## config.mk

```make
export PLATFORM = sky130hd
export DESIGN_NAME = rct_timer
export DESIGN_NICKNAME = d
export VERILOG_FILES = /design/src/rtl/rct_pkg.sv /design/src/rtl/rct_ctrl.sv /design/src/rtl/rct_prescaler.sv /design/src/rtl/rct_counter.sv /design/src/rtl/rct_timer.sv
export SDC_FILE = /design/constraint.sdc
export NUM_CORES = 1
export LEC_CHECK = 0
export ABC_AREA = 1
export BUFFER_PORTS_ARGS = -buffer_cell sky130_fd_sc_hd__buf_2
export CAP_MARGIN = 20
export CORE_MARGIN = 8
export CORE_UTILIZATION = 35
export DETAILED_ROUTE_END_ITERATION = 10
export GPL_ROUTABILITY_DRIVEN = 0
export PLACE_DENSITY_LB_ADDON = 0.15
export SKIP_LAST_GASP = 1
export SLEW_MARGIN = 25
export SYNTH_ARGS = -nofsm -noshare
export SYNTH_HDL_FRONTEND = slang
export SYNTH_SLANG_ARGS = --single-unit
```

## constraint.sdc

```tcl
create_clock -name clk -period 2.2 [get_ports clk]
set_input_delay 0.33 -clock clk [delete_from_list [all_inputs] [get_ports clk]]
set_output_delay 0.33 -clock clk [all_outputs]
set_load 0.1 [all_outputs]
```

## src/rtl/rct_pkg.sv

```systemverilog
package rct_pkg;

    localparam int ADDR_W = 5;

    localparam logic [ADDR_W-1:0] OFF_CTRL  = 5'h00;
    localparam logic [ADDR_W-1:0] OFF_LIMIT = 5'h04;
    localparam logic [ADDR_W-1:0] OFF_CAPT  = 5'h08;
    localparam logic [ADDR_W-1:0] OFF_COUNT = 5'h0C;
    localparam logic [ADDR_W-1:0] OFF_EVENT = 5'h11;

    localparam int RUN_BIT   = 0;
    localparam int SRC_LSB   = 1;
    localparam int WRAP_BIT  = 3;
    localparam int IEN_BIT   = 4;
    localparam int PSC_LSB   = 8;
    localparam int EV_LIMIT  = 1;

    typedef enum logic [1:0] {
        S_HELD   = 2'd0,
        S_PAUSED = 2'd1,
        S_COUNT  = 2'd2
    } state_e;

    function automatic logic src_supported(input logic [1:0] code);
        return (code == 2'd1) || (code == 2'd2);
    endfunction

endpackage

```

## src/rtl/rct_ctrl.sv

```systemverilog
module rct_ctrl
    import rct_pkg::*;
(
    input  logic       clk,
    input  logic       rst_n,
    input  logic       run_d,
    input  logic [1:0] src_d,
    input  logic       wrap_d,
    output logic       cnt_en
);

    state_e state_q;
    state_e state_d;
    logic   cfg_ok;

    assign cfg_ok = src_supported(src_d) && wrap_d;

    // Next-state logic; control word values are those being stored this edge
    always_comb begin
        state_d = state_q;
        unique case (state_q)
            S_HELD: begin
                if (run_d && cfg_ok)      state_d = S_COUNT;   // START
                else if (run_d)           state_d = S_PAUSED;  // ARM
            end
            S_PAUSED: begin
                if (!run_d)               state_d = S_HELD;    // DISARM
                else if (cfg_ok)          state_d = S_COUNT;   // START
            end
            S_COUNT: begin
                if (!run_d)               state_d = S_HELD;    // DISARM
                else if (!cfg_ok)         state_d = S_PAUSED;  // HALT
            end
            default:                      state_d = S_HELD;
        endcase
    end

    always_ff @(posedge clk or negedge rst_n) begin
        if (!rst_n) state_q <= S_HELD;
        else        state_q <= state_d;
    end

    always_comb begin
        unique case (state_q)
            S_COUNT: cnt_en = 1'b1;
            default: cnt_en = 1'b0;
        endcase
    end

endmodule

```

## src/rtl/rct_prescaler.sv

```systemverilog
module rct_prescaler #(
    parameter int PSC_W = 8
) (
    input  logic             clk,
    input  logic             rst_n,
    input  logic             en,
    input  logic             clr,
    input  logic [PSC_W-1:0] div_m1,
    output logic             tick
);

    logic [PSC_W-1:0] phase_q;

    assign tick = en && !clr && (phase_q == div_m1);

    always_ff @(posedge clk or negedge rst_n) begin
        if (!rst_n)                 phase_q <= '0;
        else if (clr || !en || tick) phase_q <= '0;
        else                        phase_q <= phase_q + 1'b1;
    end

endmodule

```

## src/rtl/rct_counter.sv

```systemverilog
module rct_counter #(
    parameter int CNT_W = 16
) (
    input  logic             clk,
    input  logic             rst_n,
    input  logic             sclr,
    input  logic             load,
    input  logic [CNT_W-1:0] load_val,
    input  logic             tick,
    input  logic [CNT_W-1:0] limit,
    output logic [CNT_W-1:0] cnt_q,
    output logic             match
);

    assign match = tick && !load && !sclr && (cnt_q == limit);

    always_ff @(posedge clk or negedge rst_n) begin
        if (!rst_n)      cnt_q <= '0;
        else if (sclr)   cnt_q <= '0;
        else if (load)   cnt_q <= load_val;
        else if (match)  cnt_q <= '0;
        else if (tick)   cnt_q <= cnt_q + 1'b1;
    end

endmodule

```

## src/rtl/rct_timer.sv

```systemverilog
module rct_timer
    import rct_pkg::*;
#(
    parameter int CNT_W  = 16,
    parameter int PSC_W  = 8,
    parameter int DATA_W = (CNT_W > PSC_W + 8) ? CNT_W : PSC_W + 8
) (
    input  logic              clk,
    input  logic              rst_n,
    input  logic              bus_wr,
    input  logic [4:0]        bus_addr,
    input  logic [DATA_W-1:0] bus_wdata,
    output logic [DATA_W-1:0] bus_rdata,
    output logic              irq
);

    localparam int MODE_W = PSC_LSB + PSC_W;

    logic [MODE_W-1:0] mode_q;
    logic [MODE_W-1:0] mode_d;
    logic [CNT_W-1:0]  ref_q;
    logic [CNT_W-1:0]  cnt_q;
    logic              evt_q;

    logic wr_mode, wr_ref, wr_cnt, wr_evt;
    logic soft_rst, cnt_en, tick, match, phase_clr;

    assign wr_mode  = bus_wr && (bus_addr == OFF_CTRL);
    assign wr_ref   = bus_wr && (bus_addr == OFF_LIMIT);
    assign wr_cnt   = bus_wr && (bus_addr == OFF_COUNT);
    assign wr_evt   = bus_wr && (bus_addr == OFF_EVENT);
    assign soft_rst = wr_mode && mode_q[RUN_BIT] && !bus_wdata[RUN_BIT];
    assign mode_d   = wr_mode ? bus_wdata[MODE_W-1:0] : mode_q;
    assign phase_clr = wr_mode || wr_ref || wr_cnt;

    always_ff @(posedge clk or negedge rst_n) begin
        if (!rst_n) mode_q <= '0;
        else        mode_q <= mode_d;
    end

    always_ff @(posedge clk or negedge rst_n) begin
        if (!rst_n)        ref_q <= '1;
        else if (soft_rst) ref_q <= '1;
        else if (wr_ref)   ref_q <= bus_wdata[CNT_W-1:0];
    end

    always_ff @(posedge clk or negedge rst_n) begin
        if (!rst_n)                              evt_q <= 1'b0;
        else if (soft_rst)                       evt_q <= 1'b0;
        else if (match)                          evt_q <= 1'b1;
        else if (wr_evt && bus_wdata[EV_LIMIT])  evt_q <= 1'b0;
    end

    rct_ctrl u_ctrl (
        .clk    (clk),
        .rst_n  (rst_n),
        .run_d  (mode_d[RUN_BIT]),
        .src_d  (mode_d[SRC_LSB +: 2]),
        .wrap_d (mode_d[WRAP_BIT]),
        .cnt_en (cnt_en)
    );

    rct_prescaler #(.PSC_W(PSC_W)) u_psc (
        .clk    (clk),
        .rst_n  (rst_n),
        .en     (cnt_en),
        .clr    (phase_clr),
        .div_m1 (mode_q[PSC_LSB +: PSC_W]),
        .tick   (tick)
    );

    rct_counter #(.CNT_W(CNT_W)) u_cnt (
        .clk      (clk),
        .rst_n    (rst_n),
        .sclr     (soft_rst),
        .load     (wr_cnt),
        .load_val (bus_wdata[CNT_W-1:0]),
        .tick     (tick),
        .limit    (ref_q),
        .cnt_q    (cnt_q),
        .match    (match)
    );

    always_comb begin
        bus_rdata = '0;
        case (bus_addr)
            OFF_CTRL:  bus_rdata[MODE_W-1:0] = mode_q;
            OFF_LIMIT: bus_rdata[CNT_W-1:0]  = ref_q;
            OFF_COUNT: bus_rdata[CNT_W-1:0]  = cnt_q;
            OFF_EVENT: bus_rdata[EV_LIMIT]   = evt_q;
            default:   bus_rdata = '0;
        endcase
    end

    assign irq = mode_q[IEN_BIT] && evt_q;

endmodule

```

# --- Word level (Yosys, flattened, before mapping) ---
# Index checks and enable logic that the tools add are counted.
# W data, S select, Z words.
totals:
  input_bits: 24
  wordCells: 74
  reg_bits: 59
  output_inout_bits: 17
op_classes:
  n_mux: 22
  eq_ne: 12
  n_reduce_logical: 31
  n_addsub: 2
ops:
  columns: ["operator", "n"]
  rows:
  - ["$mux W16", 6]
  - ["$pmux W14 S3", 1]
  - ["$add A16 B1 Y16 const B", 1]
  - ["$eq A16 B16 Y1", 1]
  - ["$logic_and A1 B1 Y1", 15]
  - ["$mux W2", 6]
  - ["$add A8 B1 Y8 const B", 1]
  - ["$eq A8 B8 Y1", 1]
  - ["$mux W8", 1]
  - ["$ne A3 B2 Y1 const B", 2]
  - ["$pmux W2 S3", 1]
  - ["$eq A5 B3 Y1 const B", 1]
  - ["$eq A5 B4 Y1 const B", 1]
  - ["$eq A5 B5 Y1 const B", 1]
  - ["$logic_not A1 Y1", 5]
  - ["$logic_not A5 Y1", 1]
  - ["$logic_or A1 B1 Y1", 5]
  - ["$eq A2 B1 Y1 const B", 2]
  - ["$eq A2 B2 Y1 const B", 2]
  - ["$mux W1", 4]
  - ["$mux W4", 1]
  - ["$pmux W1 S4", 1]
  - ["$reduce_bool A4 Y1", 1]
  - ["$ne A3 B3 Y1 const B", 1]
  - ["5 further kinds", 5]

# --- Logic depth before layout (Yosys ltp) ---
depth:
  ltp_word: 13
  depth_mapped: 14

# --- Cells and area by module ---
# Synthesis repeated with hierarchy kept, for this count alone.
unflattened:
  hier_cells: 623
  hier_area_um2: 4156.5
modules_own_cells:
  columns: ["module", "area_per_inst_um2", "instances", "cells_each", "seq_area_each_um2"]
  rows:
  - ["rct_timer", 1898.1, 1, 252, 845.8]
  - ["rct_counter", 1632.8, 1, 282, 400.4]
  - ["rct_prescaler", 521.8, 1, 73, 200.2]
  - ["rct_ctrl", 103.8, 1, 16, 50.0]

# --- Worst setup path after synthesis ---
# OpenSTA, ideal clock, no wires.
synth_timing:
  path_type: "input-to-output"
  from: "in bus_addr[4]"
  to: "out bus_rdata[1]"
  t_required_ps: 1870
  arrival_time_ps: 3098
  n_path_buf: 1
  cell_stages: 6
  slack_ps: -1228
  path_cell_list: "nor2_1 nand2_2 inv_2 nand3_4 buf_1 o21ai_0"
synth_via:
  elab_chain_cells: 2
  word_cells_on_any_way: 5
synth_rtl:
  columns: ["element", "line_no", "text"]
  rows:
  - ["start, declared", "rct_timer.sv:11", "input logic [4:0] bus_addr,"]
  - ["$eq A5 B5 Y1, or another cell as far along", "rct_timer.sv:86", "case (bus_addr)"]
  - ["$pmux W1 S4 (*)", "rct_timer.sv:86", null]
  - ["end, declared", "rct_timer.sv:13", "output logic [DATA_W-1:0] bus_rdata,"]
# Every way passes the cells marked *; elsewhere a longest branch is shown, timed or not.

# --- Final worst setup path ---
layout_timing:
  from: "in bus_addr[4]"
  to: "out bus_rdata[3]"
layout_via:
  elab_chain_cells: 2
  word_cells_on_any_way: 4
layout_rtl:
  columns: ["element", "line_no"]
  rows:
  - ["$eq A5 B4 Y1, or another cell as far along", "rct_timer.sv:86"]
  - ["$pmux W14 S3 (*)", "rct_timer.sv:86"]
# Marks and branches as above.

==> results.json <==
{
  "clk_latency_ns": 0.34,
  "post-route-period-util": 0.911,
  "grt_pass1_vias": 3410,
  "cp.arrival_ns": 1.67,
  "seq_power_share": 0.449,
  "grt_pass1_wl_microns": 18600,
  "place_hpwl_microns": 8310,
  "rows": 38,
  "wire_per_inst_microns": 15.6,
  "dp_cells": 681,
  "synth_top_area_frac": 0.284,
  "post_cts_buffers": 0,
  "hold_path.class": "primary input to register",
  "p_leak_nw": 2.25,
  "syn-instance-count": 506,
  "drcViolationCount": 0,
  "track_usage": 0.162,
  "finalClockSkew_ns": 0.0117,
  "die-area_sq_um": 14400,
  "synthToLayoutAreaGrowth_pct": 24.9,
  "synth_nets": 532,
  "port_buffers": 40,
  "clockPowerShare": 0.363,
  "rsz0062_at_grt": "false",
  "drv_cap": 0,
  "netlist_area_sq_um": 3790,
  "grt_max_degree": 32,
  "required_ns": 1.87,
  "crit_path_max_incr_delay_ns": 0.37,
  "post-route-min-period_ns": 2.00,
  "cp_slowest_cell": "o221ai_1",
  "r2r_setup_slack_ns": 0.30,
  "fin_area_sq_um": 4730,
  "switchingPower_uw": 959,
  "synth_cell_types": 38,
  "synth_warnings": 0,
  "vdd_ir_drop_max_mv": 0.291,
  "io_pins": 41,
  "path_class": "primary input to primary output",
  "worst_pin_slew_ns": 0.543,
  "num_vias": 3426,
  "postPlaceCellArea_sq_um": 4500,
  "dr.pass1.iters": 4,
  "finalWorstSetupSlack_ns": 0.197,
  "yosys.area.top_type": "dfrtp_1",
  "clkSinkCount": 59,
  "synth_common_cells": "165 x nand2_1, 56 x inv_1, 43 x dfrtp_1, 35 x nand3_1, 26 x nor2_1",
  "max_freq_ghz": 0.499,
  "power.density_nw_per_um2": 664,
  "cts_buffer_depth": 2,
  "crit_path_cell_trace": "buf_2 > nor2_4 > nand2_4 > nor3_4 > inv_2 > o221ai_1 > buf_12",
  "clk_pin_slew_worst_paths_ns": 0.08,
  "crit_path_end_kind": "primary output",
  "final_util": 0.442,
  "drt_iter0_markers": 200,
  "initial_core_util": 0.354,
  "htree_levels": 3,
  "pre_cts_slack_ns": 0.173,
  "crit_fanout": 15,
  "synthFlopType": "dfrtp_1",
  "vias_per_cell": 4.91,
  "startpoint_type": "primary input",
  "die-width_microns": 120,
  "avgSynthCellArea_sq_um": 7.49,
  "hold_viol_final": 0,
  "yosysMostFrequentCell": "nand2_1",
  "core_area_sq_um": 10700,
  "status": "complete, no violations",
  "synth_edf_count": 0,
  "cts_inserted_buffers": 9,
  "hold_slack_ns": 0.230,
  "fin_cells": 698,
  "ys_ff_latch": 59,
  "p_int_mw": 2.19,
  "num_antenna_cells": 0,
  "drtAntennaViolNets": 0,
  "seq_area_frac_synth": 0.395,
  "grt-ovfl-total": 0,
  "cts_tree": "done",
  "synthArstFlopShare": 1.00,
  "die_height_microns": 120,
  "relSlewSlack": 0.637,
  "switching_share": 0.305,
  "grt_antenna_before_repair": 0,
  "wl_microns": 10900,
  "drive_gt1_frac": 0.249,
  "fin_nets": 579,
  "combinationalPowerShare": 0.188,
  "clockRootBuffer": "clkbuf_8",
  "setup_viol": 0,
  "synth_area_leaders": "dfrtp_1 28%, nand2_1 16%, dfstp_2 11%",
  "slew_viol_final": 0
}
-- per-stage QoR --
step | total power, mW | setup TNS (ns)
floorplan | 1.82 | -3.35
global placement | 2.01 | 0
detailed placement | 2.02 | 0
CTS | 3.18 | 0
global route | 3.33 | 0
finish | 3.14 | 0
-- cells by family (layout without fill, tap and decap cells) --
kind of cell	after synthesis	count (layout)	synth area share
AOI/OAI and AO/OA	64	64	0.100
xor gates and xnor gates	23	23	0.0532
adders and majority gates	2	2	0.00660
buffers and inverters	82	134	0.0911
DFF	59	59	0.395
muxes	8	8	0.0238
and+or+nand+nor	268	268	0.330
-- sequential cells by signal, summed over array words and instances, names as in the netlist --
register        cells
u_psc.phase_q       8
u_cnt.cnt_q        16
evt_q               1
mode_q             16
ref_q              16
u_ctrl.state_q      2
-- critical path: cells and delay by family --
family | cells | cell delay [ns]
compound gates | 1 | 0.37
buf+inv | 3 | 0.57
simple gates | 3 | 0.40
-- cell usage in the layout, fill, tap and decap left out, types with 2 or more instances in the layout --
cell type,netlist,final
nand2_1,165,165
inv_1,56,55
dfrtp_1,43,43
nand3_1,35,35
nor2_1,26,25
buf_2,8,24
a21oi_1,22,22
o21ai_0,21,20
buf_12,0,16
dfstp_2,16,16
xnor2_1,15,15
buf_4,3,13
o221ai_2,0,10
nand3_2,10,10
clkbuf_8,0,10
inv_2,7,8
xor2_1,8,8
mux2_2,8,8
nor3_1,6,6
o21ai_1,4,5
nor2_2,5,5
nand4_1,5,5
nand2_2,4,3
o211ai_1,3,3
nor3b_1,3,3
nor2_4,1,2
nand2_4,1,2
nor3_4,1,2
nor2_8,2,2
o221ai_1,13,2
ha_1,2,2
clkinvlp_4,0,2
bufinv_16,0,2
-- final cells by class --
class / instances / area, sq um
Inverter: 64 / 240
Fill cell: 1090 / 5960
Multi-Input combinational cell: 365 / 2050
Sequential cell: 59 / 1500
Tap cell: 140 / 175
Clock buffer: 10 / 138
Clock inverter: 6 / 88.8
Timing Repair Buffer: 54 / 548
-- worst paths after layout --
path	end	start	cells after the start
setup / recovery	bus_rdata[3]	bus_addr[4]	7
hold / removal	ref_q[13]	bus_wdata[13]	3
setup reg to reg	u_cnt.cnt_q[14]	u_cnt.cnt_q[0]	12
hold reg to reg	u_psc.phase_q[0]	u_psc.phase_q[0]	1
max in group asynchronous	ref_q[14]	rst_n	3
min in group asynchronous	u_psc.phase_q[7]	rst_n	2
-- power groups by stage --
stage               Combinational, mW  Sequential, mW  Clock [mW]
finish                          0.590            1.41        1.14
global route                    0.674            1.44        1.22
CTS                             0.597            1.41        1.17
detailed placement              0.591            1.43           0
global placement                0.584            1.43           0
floorplan                       0.431            1.39           0
-- metal layers --
metal	global-route usage	part of all wire	vias up
met2	0.254	0.46	76
li1	-	-	1724
met1	0.221	0.48	1619
met3	0.0376	0.048	7
met5	0	0	-
met4	0.0336	0.0082	0
-- repair_timing --
item,in CTS,in global routing
gates resized for setup,0,0
endpoints found under the hold margin,14,0
hold buffers,1,0
Power figures use the tool's default switching activity.
